$ cat src/rtl/rs485_mst_pkg.sv
package rs485_mst_pkg;
    localparam int BYTE_W = 8;

    typedef enum logic [2:0] {
        ST_IDLE,
        ST_ADDR,
        ST_PAYLOAD,
        ST_DRAIN,
        ST_LISTEN,
        ST_FINISH
    } mst_state_t;
endpackage

$ cat src/rtl/rs485_byte_counter.sv
module rs485_byte_counter #(
    parameter int W = 5
) (
    input  logic         clk,
    input  logic         rst_n,
    input  logic         clear,
    input  logic         inc,
    output logic [W-1:0] count
);
    always_ff @(posedge clk) begin
        if (!rst_n || clear) begin
            count <= '0;
        end else if (inc) begin
            count <= count + W'(1);
        end
    end
endmodule

$ cat src/rtl/rs485_reply_timer.sv
module rs485_reply_timer #(
    parameter int W = 16
) (
    input  logic         clk,
    input  logic         rst_n,
    input  logic         run,
    input  logic [W-1:0] limit,
    output logic         expired
);
    logic [W-1:0] elapsed;
    logic [W:0]   next_ext;

    always_ff @(posedge clk) begin
        if (!rst_n || !run) begin
            elapsed <= '0;
        end else if (!expired) begin
            elapsed <= elapsed + W'(1);
        end
    end

    // cycle k of the window expires when k+1 reaches the limit; limit 0 acts as 1
    assign next_ext = {1'b0, elapsed} + (W+1)'(1);
    assign expired  = run && (next_ext >= {1'b0, limit});
endmodule

$ cat src/rtl/rs485_master_ctrl.sv
module rs485_master_ctrl
    import rs485_mst_pkg::*;
#(
    parameter int NODES   = 32,
    parameter int MAX_LEN = 16,
    parameter int TMO_W   = 16,
    parameter int SLAVE_W = $clog2(NODES),
    parameter int LEN_W   = $clog2(MAX_LEN + 1)
) (
    input  logic               clk,
    input  logic               rst_n,
    input  logic               req_valid,
    output logic               req_ready,
    input  logic [SLAVE_W-1:0] req_slave,
    input  logic [LEN_W-1:0]   req_tx_len,
    input  logic [LEN_W-1:0]   req_rx_len,
    input  logic [TMO_W-1:0]   req_timeout,
    input  logic               pl_valid,
    input  logic [7:0]         pl_data,
    output logic               pl_ready,
    output logic               utx_valid,
    output logic [7:0]         utx_data,
    input  logic               utx_ready,
    input  logic               utx_idle,
    input  logic               urx_valid,
    input  logic [7:0]         urx_data,
    output logic               drv_en,
    output logic               rpl_valid,
    output logic [7:0]         rpl_data,
    output logic               busy,
    output logic               done,
    output logic               st_timeout,
    output logic               st_bad_addr
);
    localparam int PAD_W = BYTE_W - SLAVE_W;

    mst_state_t         state_q, state_d;
    logic [SLAVE_W-1:0] slave_q;
    logic [LEN_W-1:0]   txlen_q, rxlen_q;
    logic [TMO_W-1:0]   tmo_q;
    logic [LEN_W-1:0]   tx_cnt, rx_cnt;
    logic               accept, bad_req;
    logic               pl_fire, last_pl, last_rpl, tmo_hit;

    assign accept   = (state_q == ST_IDLE) && req_valid;
    assign bad_req  = accept && (req_slave == '0);
    assign pl_fire  = (state_q == ST_PAYLOAD) && pl_valid && utx_ready;
    assign last_pl  = pl_fire && (tx_cnt == txlen_q - LEN_W'(1));
    assign last_rpl = rpl_valid && (rx_cnt == rxlen_q - LEN_W'(1));

    rs485_byte_counter #(.W(LEN_W)) u_tx_cnt (
        .clk   (clk),
        .rst_n (rst_n),
        .clear (accept),
        .inc   (pl_fire),
        .count (tx_cnt)
    );

    rs485_byte_counter #(.W(LEN_W)) u_rx_cnt (
        .clk   (clk),
        .rst_n (rst_n),
        .clear (accept),
        .inc   (rpl_valid),
        .count (rx_cnt)
    );

    rs485_reply_timer #(.W(TMO_W)) u_timer (
        .clk     (clk),
        .rst_n   (rst_n),
        .run     (state_q == ST_LISTEN),
        .limit   (tmo_q),
        .expired (tmo_hit)
    );

    // next-state logic
    always_comb begin
        state_d = state_q;
        unique case (state_q)
            ST_IDLE: begin
                if (accept) begin
                    state_d = bad_req ? ST_FINISH : ST_ADDR;
                end
            end
            ST_ADDR: begin
                if (utx_ready) begin
                    state_d = (txlen_q == '0) ? ST_DRAIN : ST_PAYLOAD;
                end
            end
            ST_PAYLOAD: begin
                if (last_pl) begin
                    state_d = ST_DRAIN;
                end
            end
            ST_DRAIN: begin
                if (utx_idle) begin
                    state_d = (rxlen_q == '0) ? ST_FINISH : ST_LISTEN;
                end
            end
            ST_LISTEN: begin
                if (last_rpl || tmo_hit) begin
                    state_d = ST_FINISH;
                end
            end
            ST_FINISH: state_d = ST_IDLE;
            default:   state_d = ST_IDLE;
        endcase
    end

    // state register and request latches
    always_ff @(posedge clk) begin
        if (!rst_n) begin
            state_q     <= ST_IDLE;
            slave_q     <= '0;
            txlen_q     <= '0;
            rxlen_q     <= '0;
            tmo_q       <= '0;
            st_timeout  <= 1'b0;
            st_bad_addr <= 1'b0;
        end else begin
            state_q <= state_d;
            if (accept) begin
                slave_q     <= req_slave;
                txlen_q     <= req_tx_len;
                rxlen_q     <= req_rx_len;
                tmo_q       <= req_timeout;
                st_timeout  <= 1'b0;
                st_bad_addr <= bad_req;
            end else if (state_q == ST_LISTEN && tmo_hit && !last_rpl) begin
                st_timeout <= 1'b1;
            end
        end
    end

    // outputs
    always_comb begin
        req_ready = 1'b0;
        pl_ready  = 1'b0;
        utx_valid = 1'b0;
        utx_data  = '0;
        drv_en    = 1'b0;
        rpl_valid = 1'b0;
        done      = 1'b0;
        unique case (state_q)
            ST_IDLE: req_ready = 1'b1;
            ST_ADDR: begin
                drv_en    = 1'b1;
                utx_valid = 1'b1;
                utx_data  = {{PAD_W{1'b0}}, slave_q};
            end
            ST_PAYLOAD: begin
                drv_en    = 1'b1;
                utx_valid = pl_valid;
                utx_data  = pl_data;
                pl_ready  = utx_ready;
            end
            ST_DRAIN:  drv_en = 1'b1;
            ST_LISTEN: rpl_valid = urx_valid;
            ST_FINISH: done = 1'b1;
            default: ;
        endcase
    end

    assign rpl_data = urx_data;
    assign busy     = (state_q != ST_IDLE);

    // never offer a byte to the transmitter with the driver off
    a_r2_offer_needs_driver: assert property (@(posedge clk) disable iff (!rst_n)
        utx_valid |-> drv_en);

    // the driver is released only after the transmitter was empty
    a_r3_release_after_idle: assert property (@(posedge clk) disable iff (!rst_n)
        $fell(drv_en) |-> $past(utx_idle));

    // the first offered byte after the driver turns on is the identifier
    a_r1_addr_first: assert property (@(posedge clk) disable iff (!rst_n)
        $rose(drv_en) |-> (utx_valid && utx_data == {{PAD_W{1'b0}}, slave_q}));

    // no reply forwarding while the bus is driven
    a_r4_no_echo_forward: assert property (@(posedge clk) disable iff (!rst_n)
        rpl_valid |-> !drv_en);

    // ready and busy never overlap
    a_r7_ready_excl_busy: assert property (@(posedge clk) disable iff (!rst_n)
        busy |-> !req_ready);

    // done is a single-cycle pulse
    a_r9_done_pulse: assert property (@(posedge clk) disable iff (!rst_n)
        done |=> !done);

    // the timeout flag rises only with completion
    a_r6_timeout_with_done: assert property (@(posedge clk) disable iff (!rst_n)
        $rose(st_timeout) |-> done);
endmodule

$ cat config.mk
export PLATFORM = sky130hd
export DESIGN_NAME = rs485_master_ctrl
export DESIGN_NICKNAME = d
export VERILOG_FILES = /design/src/rtl/rs485_mst_pkg.sv /design/src/rtl/rs485_byte_counter.sv /design/src/rtl/rs485_reply_timer.sv /design/src/rtl/rs485_master_ctrl.sv
export SDC_FILE = /design/constraint.sdc
export NUM_CORES = 1
export LEC_CHECK = 0
export BUFFER_PORTS_ARGS = -buffer_cell sky130_fd_sc_hd__clkbuf_2
export CORE_MARGIN = 1.5
export CORE_UTILIZATION = 45
export DETAILED_ROUTE_END_ITERATION = 7
export PLACE_DENSITY = 0.68
export SLEW_MARGIN = 20
export SYNTH_ARGS = -nofsm -noshare
export SYNTH_HDL_FRONTEND = slang
export SYNTH_SLANG_ARGS = --single-unit
$ cat constraint.sdc
create_clock -name clk -period 4.19 [get_ports clk]
set_input_delay 0.838 -clock clk [delete_from_list [all_inputs] [get_ports clk]]
set_output_delay 0.838 -clock clk [all_outputs]
set_load 0.02 [all_outputs]
==> key figures, run 1 <==
Synthesis
  – Sequential area share after synthesis: 0.340
  – Number of flops mapped to enable cells by yosys: 0
  – Ys async rst share: 0
  – Synth area leader: dfxtp_1
  – Syn_area_per_cell: 7.77 µm²
  – Library cells used by synthesis: 50
  – Synth cell count leaders: 81 x nand2_1, 62 x dfxtp_1, 53 x a21oi_1, 33 x nor2_1, 31 x inv_1
  – Area contributors post-synth: dfxtp_1 34%, nand2_1 8.3%, a21oi_1 7.3%, ha_1 7.2%, xnor2_1 4.6%
  – Top-count cell post-synth: nand2_1
  – Cells after Synth: 470
  – #FFs+latches synth: 62
  – Syn_nets: 545
  – Synth warn: 0
  – Main synth FF type: dfxtp_1
  – Synth top area share: 0.340
  – Post-synthesis instance area: 3650 µm²

STA
  – Max_slew headroom: 0.525
  – Setup TNS: 0 ns
  – Period utilisation layout: 0.924
  – Max-slew violation count: 0
  – Fmax: 0.258 GHz
  – Minimum clock period: 3.87 ns
  – Worst-Margin Slew: 0.712 ns
  – Setup-failing EPs final: 0
  – Final WS setup: 0.317 ns
  – Worst clock skew: 0.00862 ns
  – Hold Fails Final Rpt: 0
  – Min Hold Slack: 0.456 ns
  – RSZ-0062 raised after global routing: no

Worst hold path
  – Min-delay worst type: reg2reg
  – Min-Delay Endpoint: tmo_q[14]
  – Cell depth of the worst hold path: 2
  – Worst hold path startpoint: tmo_q[14]

Clock network
  – Clock Root Buffer: clkbuf_8
  – CTS tree: done
  – Longest Clk Path Bufs: 2
  – Post-CTS Hold Buffers: 0
  – CTS sink count: 62
  – H-tree depth: 3
  – Clock transition at path regs: 0.07 ns
  – Post-CTS setup buffer count: 0
  – Total CTS buffers: 9
  – CTS resizes: 0
  – Worst-Skew Late Latency: 0.34 ns

Global routing
  – Total track usage: 0.208
  – Initial antenna violation count: 0
  – Largest net degree at the start of global routing: 32
  – First-pass GRT wire length: 14.2 mm
  – Final global-route overflow total: 0
  – Vias in the first global route: 3,055

Floorplan
  – DIE HEIGHT: 93.1 µm
  – Initial core utilization: 0.468
  – Ports: 79
  – Core Region: 7810 µm²
  – Die area: 8670 µm²
  – Chip width: 93.1 µm
  – Row count: 32

Worst setup path
  – Crit end category: flip-flop
  – WP data required: 4.45 ns
  – R2R setup slack: 0.32 ns
  – Reg2reg start: u_timer.elapsed[0]
  – Register-to-Register Path Depth: 13
  – Critical Path Start Type: flip-flop
  – Worst Path Arrival: 4.13 ns
  – Reg-to-Reg End: u_timer.elapsed[3]
  – WS Path Type: reg2reg
  – Crit-path max FO: 10

Detailed routing
  – Met1 Routed Length: 4.16 mm
  – Pre-antenna DRT Iters: 5
  – Routed WL: 8.51 mm
  – Wire length on met3: 323 µm
  – Drt drc: 0
  – Via count: 3,299
  – Initial DRC Count: 173
  – Vias/cell: 5.30
  – Metal2 WL: 3.89 mm
  – DR top layer: met4
  – Final antenna-violating net count: 0
  – Routed wire length per instance: 13.7 µm

Finish
  – FF/Latch Area: 1240 µm²
  – Multi-input gate area: 2140 µm²
  – Layout Nets: 591
  – Layout Area Growth over Synthesis: 14.1%
  – Fin util: 0.534
  – Antenna diodes: 0
  – Layout fillers: 785
  – Share of post-route cells with drive strength above 1: 0.173

Pwr
  – Max VDD drop: 0.266 mV
  – Pwr Total: 2.04 mW
  – Pleak: 1.71 nW
  – Power per cell area: 490 nW/µm²

Run
  – Maxcap violations: 0

Place
  – Number of port buffers: 62
  – DP HPWL: 6.38 mm
  – Final GP Congestion: 0.881
  – Placement Setup Slack: 0.356 ns

Status
  – Outcome: finished clean
-- flip-flops by register name (all words and copies together), names as in the netlist --
register and cells:
st_timeout 1, slave_q 5, u_rx_cnt.count 5, st_bad_addr 1, txlen_q 5, u_tx_cnt.count 5, u_timer.elapsed 16, rxlen_q 5
state_q 3, tmo_q 16
-- worst max-delay path, cell delays in order (launching register included) --
cell and delay, ns:
dfxtp_1 0.42, ha_1 0.25, nand3_2 0.17, or4_1 0.55, nand2b_1 0.20, xnor2_1 0.14, ha_1 0.30, and4_1 0.20
nand4_1 0.14, nor3_1 0.08, or3_1 0.53, buf_4 0.24, or4_1 0.40, a21oi_1 0.15
-- layer usage --
metal / vias up / track usage
met5: - / 0
met4: 0 / 0.0896
met3: 11 / 0.0350
met2: 63 / 0.332
met1: 1523 / 0.275
li1: 1702 / -
-- cells in the final DEF (no fill, tap or decap), drive strengths merged, types with 8 or more instances in the layout --
cell type / count
o31ai: 8
clkbuf: 72
inv: 32
xor2: 14
nand2: 81
a21oi: 53
dfxtp: 62
ha: 21
nor3: 9
nand3: 14
xnor2: 19
nor2: 34
nand4: 8
-- power by group --
part	switching (mW)	total (mW)	internal (mW)
registers	0.0753	0.738	0.662
clock network	0.248	0.527	0.279
logic	0.490	0.780	0.290
total	0.813	2.04	1.23
-- worst max-delay path by stage --
stage                        from                  end  slack [ns]
5_1_grt        u_timer.elapsed[0]   u_timer.elapsed[3]        0.05
2_1_floorplan  u_timer.elapsed[0]  u_timer.elapsed[10]        0.86
3_3_place_gp   u_timer.elapsed[0]   u_timer.elapsed[3]        0.52
4_1_cts        u_timer.elapsed[0]   u_timer.elapsed[3]        0.33
6_report       u_timer.elapsed[0]   u_timer.elapsed[3]        0.32
3_5_place_dp   u_timer.elapsed[0]   u_timer.elapsed[3]        0.36
-- layout make-up --
class	instances	area share
flip-flops and latches	62	0.298
multi-input cells	345	0.513
clock buffers	10	0.0306
inverters	31	0.0279
clock inverters	6	0.0171
well taps	102	0.0306
repair buffers	67	0.0834
-- stage by stage --
| stage | std cells | area (µm²) |
|---|---|---|
| 2_1_floorplan | 470 | 3650 |
| 3_3_place_gp | 607 | 3970 |
| 3_5_place_dp | 607 | 3970 |
| 4_1_cts | 623 | 4170 |
| 5_1_grt | 623 | 4170 |
| 6_report | 623 | 4170 |
-- kinds of logic (layout without fill, tap and decap cells) --
group,Yosys count,count (layout),share of synthesized area
AND/OR/NAND/NOR,185,185,0.243
XOR/XNOR,33,33,0.0791
adder cells (fa/ha/maj),21,21,0.0719
buffers and inverters,63,114,0.0753
flip-flops,62,62,0.340
multiplexers,7,7,0.0192
AO/OA/AOI/OAI,99,99,0.171
No activity file was read; power rests on OpenSTA's default activity.
==> run 2, diff against run 1 <==
Settings changed: CTS_BUF_LIST set to sky130_fd_sc_hd__clkbuf_4 sky130_fd_sc_hd__clkbuf_8.
==> run 2 against run 1 <==
Effect of this change: combinational power about the same; cell count unchanged; highest routed layer unchanged; sequential cell count is the same; power increased by 0.36%; fmax decreased by 0.18%.
==> key figures, run 2 (synthesized netlist as in run 1, its figures left out) <==
Status
  – Outcome: finished clean

Worst hold path
  – Cell depth of the worst hold path: 2 (unchanged)
  – Worst hold path startpoint: tmo_q[14]
  – Min-delay worst type: reg2reg
  – Min-Delay Endpoint: tmo_q[14]

STA
  – Fmax: 0.258 GHz (-0.18%)
  – Max_slew headroom: 0.519 (-0.00637)
  – Period utilisation layout: 0.926 (+0.00164)
  – Max-slew violation count: 0 (unchanged)
  – Final WS setup: 0.310 ns (-0.00685 ns)
  – Worst-Margin Slew: 0.721 ns (+0.00956 ns)
  – Minimum clock period: 3.88 ns (+0.00685 ns)
  – Setup TNS: 0 ns (unchanged)
  – RSZ-0062 raised after global routing: no
  – Hold Fails Final Rpt: 0 (unchanged)
  – Worst clock skew: 0.00962 ns (+0.000997 ns)
  – Min Hold Slack: 0.455 ns (-0.000181 ns)
  – Setup-failing EPs final: 0 (unchanged)

Global routing
  – First-pass GRT wire length: 14.2 mm (about the same)
  – Final global-route overflow total: 0 (unchanged)
  – Total track usage: 0.208 (about the same)
  – Largest net degree at the start of global routing: 32 (unchanged)
  – Vias in the first global route: 3,052 (-0.098%)
  – Initial antenna violation count: 0 (unchanged)

Worst setup path
  – Worst-path cell chain: ha_1, nand3_2, or4_1, nand2b_1, xnor2_1, ha_1, and4_1, nand4_1, nor3_1, or3_1, buf_4, or4_1, a21oi_1
  – R2R setup slack: 0.31 ns (about the same)
  – WP data required: 4.45 ns (about the same)
  – Crit end category: flip-flop
  – Worst Path Arrival: 4.14 ns (about the same)
  – WS Path Type: reg2reg
  – Reg2reg start: u_timer.elapsed[0]
  – Crit path largest cell delay: 0.55 ns (about the same)
  – Reg-to-Reg End: u_timer.elapsed[3]
  – Crit-path max FO: 10 (unchanged)
  – Critical Path Start Type: flip-flop
  – Worst setup path start: u_timer.elapsed[0]
  – Slowest cell on crit path: or4_1
  – Register-to-Register Path Depth: 13 (unchanged)

Finish
  – Top Registers: tmo_q x16, u_timer.elapsed x16
  – Most common cell after layout, fill and taps aside: nand2_1
  – Layout fillers: 782 (-0.38%)
  – Post-route cell area: 4170 µm² (about the same)
  – Highest-count cells in the layout ignoring fill and taps: 81 x nand2_1, 62 x clkbuf_2, 62 x dfxtp_1, 53 x a21oi_1, 33 x nor2_1
  – Antenna diodes: 0 (unchanged)
  – Layout Area Growth over Synthesis: 14.2% (about the same)
  – Final Non-Filler Cells: 623 (unchanged)
  – Layout Nets: 591 (unchanged)
  – Share of post-route cells with drive strength above 1: 0.175 (+0.00192)

Floorplan
  – Initial core utilization: 0.468 (unchanged)
  – Chip width: 93.1 µm (unchanged)
  – Ports: 79 (unchanged)
  – Die area: 8670 µm² (unchanged)
  – Row count: 32 (unchanged)
  – Core Region: 7810 µm² (unchanged)
  – DIE HEIGHT: 93.1 µm (unchanged)

Detailed routing
  – Initial DRC Count: 158 (-8.7%)
  – Via count: 3,316 (+0.52%)
  – Pre-antenna DRT Iters: 5 (unchanged)
  – Routed WL: 8.51 mm (about the same)
  – Final antenna-violating net count: 0 (unchanged)
  – Routed wire length per instance: 13.7 µm (about the same)
  – Vias/cell: 5.32 (+0.52%)
  – Drt drc: 0 (unchanged)

Clock network
  – Worst-Skew Late Latency: 0.34 ns (about the same)
  – CTS sink count: 62 (unchanged)
  – CTS tree: done
  – Clock transition at path regs: 0.07 ns (about the same)
  – Total CTS buffers: 9 (unchanged)
  – Post-CTS Hold Buffers: 0 (unchanged)
  – Longest Clk Path Bufs: 2 (unchanged)
  – Post-CTS setup buffer count: 0 (unchanged)
  – H-tree depth: 3 (unchanged)
  – CTS resizes: 0 (unchanged)
  – Clock Root Buffer: clkbuf_8

Pwr
  – Pleak: 1.71 nW (+0.20%)
  – Power per cell area: 492 nW/µm² (+0.27%)
  – Max VDD drop: 0.266 mV (about the same)

Place
  – DP HPWL: 6.38 mm (unchanged)
  – Placement Setup Slack: 0.356 ns (unchanged)
  – Number of port buffers: 62 (unchanged)
  – Placed Cells: 607 (unchanged)
  – Placed cell areas: 3970 µm² (unchanged)
  – Final GP Congestion: 0.881 (unchanged)

Run
  – Maxcap violations: 0 (unchanged)
-- run 2: cell counts in the layout (fill, tap and decap cells not counted) --
Identical to the previous run, type by type.
-- run 2: per-stage QoR --
step / util / power, mW
floorplan: - / 1.33
global placement: 0.508 / 1.51
detailed placement: 0.508 / 1.53
CTS: 0.534 / 2.07
global route: 0.534 / 2.20
finish: 0.534 / 2.05
-- run 2: worst max path at each step --
stage | end | slack, ns | cells after the start
final | u_timer.elapsed[3] | 0.31 | 13
after global routing | u_timer.elapsed[3] | 0.05 | 13
after CTS | u_timer.elapsed[3] | 0.33 | 13
after detailed placement | u_timer.elapsed[3] | 0.36 | 13
after global placement | u_timer.elapsed[3] | 0.52 | 13
after floorplan | u_timer.elapsed[10] | 0.86 | 14
-- run 2: critical path, delay by kind of cell, from the launching register on --
| family | cells | cell delay [ns] |
|---|---|---|
| AOI/OAI and AO/OA | 1 | 0.15 |
| buffers and inverters | 1 | 0.24 |
| adders and majority gates | 2 | 0.55 |
| DFF | 1 | 0.42 |
| xor gates and xnor gates | 1 | 0.14 |
| and+or+nand+nor | 8 | 2.28 |
-- run 2: cell type report --
type                       instances  area [µm²]  area share
inverter                          31         116      0.0279
clock inverter                     6        71.3      0.0171
sequential                        62        1240       0.297
timing repair buffer              67         348      0.0834
clock buffer                      10         131      0.0315
multi-input combinational        345        2140       0.512
tap                              102         128      0.0306
-- run 2: power breakdown --
| group | internal (mW) | total (mW) | switching, mW |
|---|---|---|---|
| Combinational | 0.290 | 0.780 | 0.490 |
| Clock | 0.285 | 0.534 | 0.249 |
| Sequential | 0.662 | 0.738 | 0.0753 |
-- run 2: metal layers --
layer | share of wire | GRT usage
met3 | 0.036 | 0.0350
met2 | 0.45 | 0.331
met5 | 0 | 0
met4 | 0.016 | 0.0896
met1 | 0.49 | 0.276
==> run 3, diff against run 2 <==
Settings changed: ABC_AREA set to 1, TNS_END_PERCENT set to 50.
==> run 3 against run 2 <==
Effect of this change: power rose by 13%; via count up 7.6%; clock power grew 26%; wire length increased by 2.6%; clock-buffer cell count grew 3; clock skew increased by 0.0020 ns; global-route usage increased by 0.59 points; die area is 2.7% higher; non-clock buffer count down 4; first-iteration DRC count shrank 3.8%; sequential power up 1%; synthesized cell count is 21% higher.
==> key figures, run 3 <==
Status
  – Outcome: finished clean

Synthesis
  – Cells after Synth: 571 (+21%)
  – Library cells used by synthesis: 31 (-38%)
  – Synth cell count leaders: 115 x nand2_1, 91 x inv_1, 75 x nor2_1, 62 x dfxtp_1, 58 x o21ai_0
  – Top-count cell post-synth: nand2_1
  – Syn_nets: 646 (+19%)
  – Post-synthesis instance area: 3760 µm² (+2.8%)
  – Syn_area_per_cell: 6.58 µm² (-15%)
  – Synth area leader: dfxtp_1
  – Synth warn: 0 (unchanged)
  – Number of flops mapped to enable cells by yosys: 0 (unchanged)
  – Synth top area share: 0.330 (-0.00939)
  – Main synth FF type: dfxtp_1
  – Area contributors post-synth: dfxtp_1 33%, nand2_1 11%, inv_1 9.1%, o21ai_0 7.7%, nor2_1 7.5%
  – Ys async rst share: 0 (unchanged)
  – #FFs+latches synth: 62 (unchanged)
  – Sequential area share after synthesis: 0.330 (-0.00939)

Place
  – Placement Setup Slack: 1.10 ns (+0.741 ns)
  – Placed cell areas: 4080 µm² (+2.8%)
  – Final GP Congestion: 0.887 (+0.69%)
  – Placed Cells: 718 (+18%)
  – DP HPWL: 6.65 mm (+4.2%)
  – Number of port buffers: 62 (unchanged)

Worst setup path
  – WS Path Type: reg2reg
  – Worst Path Arrival: 3.40 ns (-0.74 ns)
  – Critical Path Start Type: flip-flop
  – WP data required: 4.46 ns (about the same)
  – Crit end category: flip-flop
  – Crit-path max FO: 17 (+7)

Finish
  – Layout Nets: 699 (+18%)
  – Top Registers: tmo_q x16, u_timer.elapsed x16
  – Layout Area Growth over Synthesis: 15.5%
  – Antenna diodes: 0 (unchanged)
  – Final Non-Filler Cells: 734 (+18%)
  – Most common cell after layout, fill and taps aside: nand2_1
  – Multi-input gate area: 2040 µm² (-4.6%)
  – Post-route cell area: 4340 µm² (+4.0%)
  – Layout fillers: 831 (+6.3%)
  – Share of post-route cells with drive strength above 1: 0.162 (-0.0125)
  – FF/Latch Area: 1240 µm² (unchanged)
  – Highest-count cells in the layout ignoring fill and taps: 115 x nand2_1, 91 x inv_1, 75 x nor2_1, 62 x clkbuf_2, 62 x dfxtp_1

STA
  – Fmax: 0.319 GHz (+24%)
  – Worst-Margin Slew: 0.687 ns (-0.0342 ns)
  – Minimum clock period: 3.13 ns (-0.749 ns)
  – RSZ-0062 raised after global routing: no
  – Period utilisation layout: 0.747 (-0.179)
  – Final WS setup: 1.06 ns (+0.749 ns)
  – Max_slew headroom: 0.542 (+0.0228)
  – Setup-failing EPs final: 0 (unchanged)
  – Max-slew violation count: 0 (unchanged)
  – Hold Fails Final Rpt: 0 (unchanged)
  – Worst clock skew: 0.0116 ns (+0.00202 ns)
  – Setup TNS: 0 ns (unchanged)

Run
  – Maxcap violations: 0 (unchanged)

Floorplan
  – Chip width: 94.4 µm (+1.4%)
  – DIE HEIGHT: 94.4 µm (+1.4%)
  – Initial core utilization: 0.462 (-0.00602)
  – Ports: 79 (unchanged)
  – Row count: 33 (+3.1%)
  – Die area: 8910 µm² (+2.7%)
  – Core Region: 8130 µm² (+4.2%)

Global routing
  – Vias in the first global route: 3,206 (+5.0%)
  – Total track usage: 0.214 (+0.00591)
  – Largest net degree at the start of global routing: 38 (+19%)
  – First-pass GRT wire length: 14.8 mm (+3.9%)
  – Initial antenna violation count: 0 (unchanged)
  – Final global-route overflow total: 0 (unchanged)

Detailed routing
  – Routed WL: 8.73 mm (+2.6%)
  – Via count: 3,568 (+7.6%)
  – Initial DRC Count: 152 (-3.8%)
  – Vias/cell: 4.86 (-8.7%)
  – Routed wire length per instance: 11.9 µm (-13%)
  – Final antenna-violating net count: 0 (unchanged)
  – Pre-antenna DRT Iters: 4 (-1)
  – Drt drc: 0 (unchanged)

Pwr
  – Pleak: 2.08 nW (+21%)
  – Power per cell area: 536 nW/µm² (+8.9%)
  – Max VDD drop: 0.263 mV (-0.96%)
  – Pwr Total: 2.32 mW (+13%)

Clock network
  – Clock Root Buffer: clkbuf_8
  – CTS resizes: 0 (unchanged)
  – Total CTS buffers: 9 (unchanged)
  – Clock transition at path regs: 0.06 ns (about the same)
  – Post-CTS setup buffer count: 0 (unchanged)
  – Worst-Skew Late Latency: 0.34 ns (about the same)
  – CTS sink count: 62 (unchanged)
  – H-tree depth: 3 (unchanged)
  – Longest Clk Path Bufs: 2 (unchanged)
  – CTS tree: done
  – Post-CTS Hold Buffers: 0 (unchanged)

Worst hold path
  – Min-delay worst type: reg2reg
[run 3: layout make-up]
class / instances / share of cell area
clock buffer: 13 / 0.0384
clock inverter: 3 / 0.0208
inverter: 94 / 0.0813
multi-input combinational: 394 / 0.470
sequential: 62 / 0.286
tap: 105 / 0.0303
timing repair buffer: 63 / 0.0733
[run 3: path summary, 6_finish.rpt]
kind	startpoint	to	slack (ns)	depth (start not counted)
hold reg to reg	slave_q[1]	slave_q[1]	0.45	2
setup / recovery	u_timer.elapsed[0]	state_q[0]	1.06	17
setup reg to reg	u_timer.elapsed[0]	state_q[0]	1.06	17
hold / removal	slave_q[1]	slave_q[1]	0.45	2
[run 3: kinds of logic after synthesis]
logic type,share of synthesized area
flip-flops,0.330
adder cells (fa/ha/maj),0.0699
buffers and inverters,0.127
AND/OR/NAND/NOR,0.288
XOR/XNOR,0.0326
AO/OA/AOI/OAI,0.152
[run 3: through the flow]
stage,utilization,hold WS (ns)
after floorplan,-,0.422
after global placement,0.502,0.436
after detailed placement,0.502,0.443
after CTS,0.533,0.453
after global routing,0.533,0.488
final,0.533,0.450
[run 3: worst max-delay path: stages, from the launching register on]
cell     delay, ns
dfxtp_1       0.38
ha_1          0.24
nand3_2       0.13
nor4_1        0.47
nand2_1       0.12
xor2_1        0.18
ha_1          0.30
nand2_1       0.12
inv_1         0.08
nand2_1       0.06
a21oi_1       0.04
nor2_1        0.12
nand2_1       0.09
nor2_4        0.32
nand2_1       0.16
nand3_1       0.11
nand2_1       0.05
nor2_1        0.10
[run 3: routing by layer]
metal,global-route usage,up-vias,share of wire
met5,0,-,0
li1,-,1896,-
met4,0.0709,0,0.011
met3,0.0395,12,0.058
met1,0.290,1583,0.48
met2,0.341,77,0.45
[run 3: power breakdown]
part	total, mW	switching, mW	leakage [nW]	internal, mW
clock network	0.671	0.229	0.131	0.442
registers	0.747	0.0563	0.506	0.691
logic	0.905	0.617	1.44	0.288
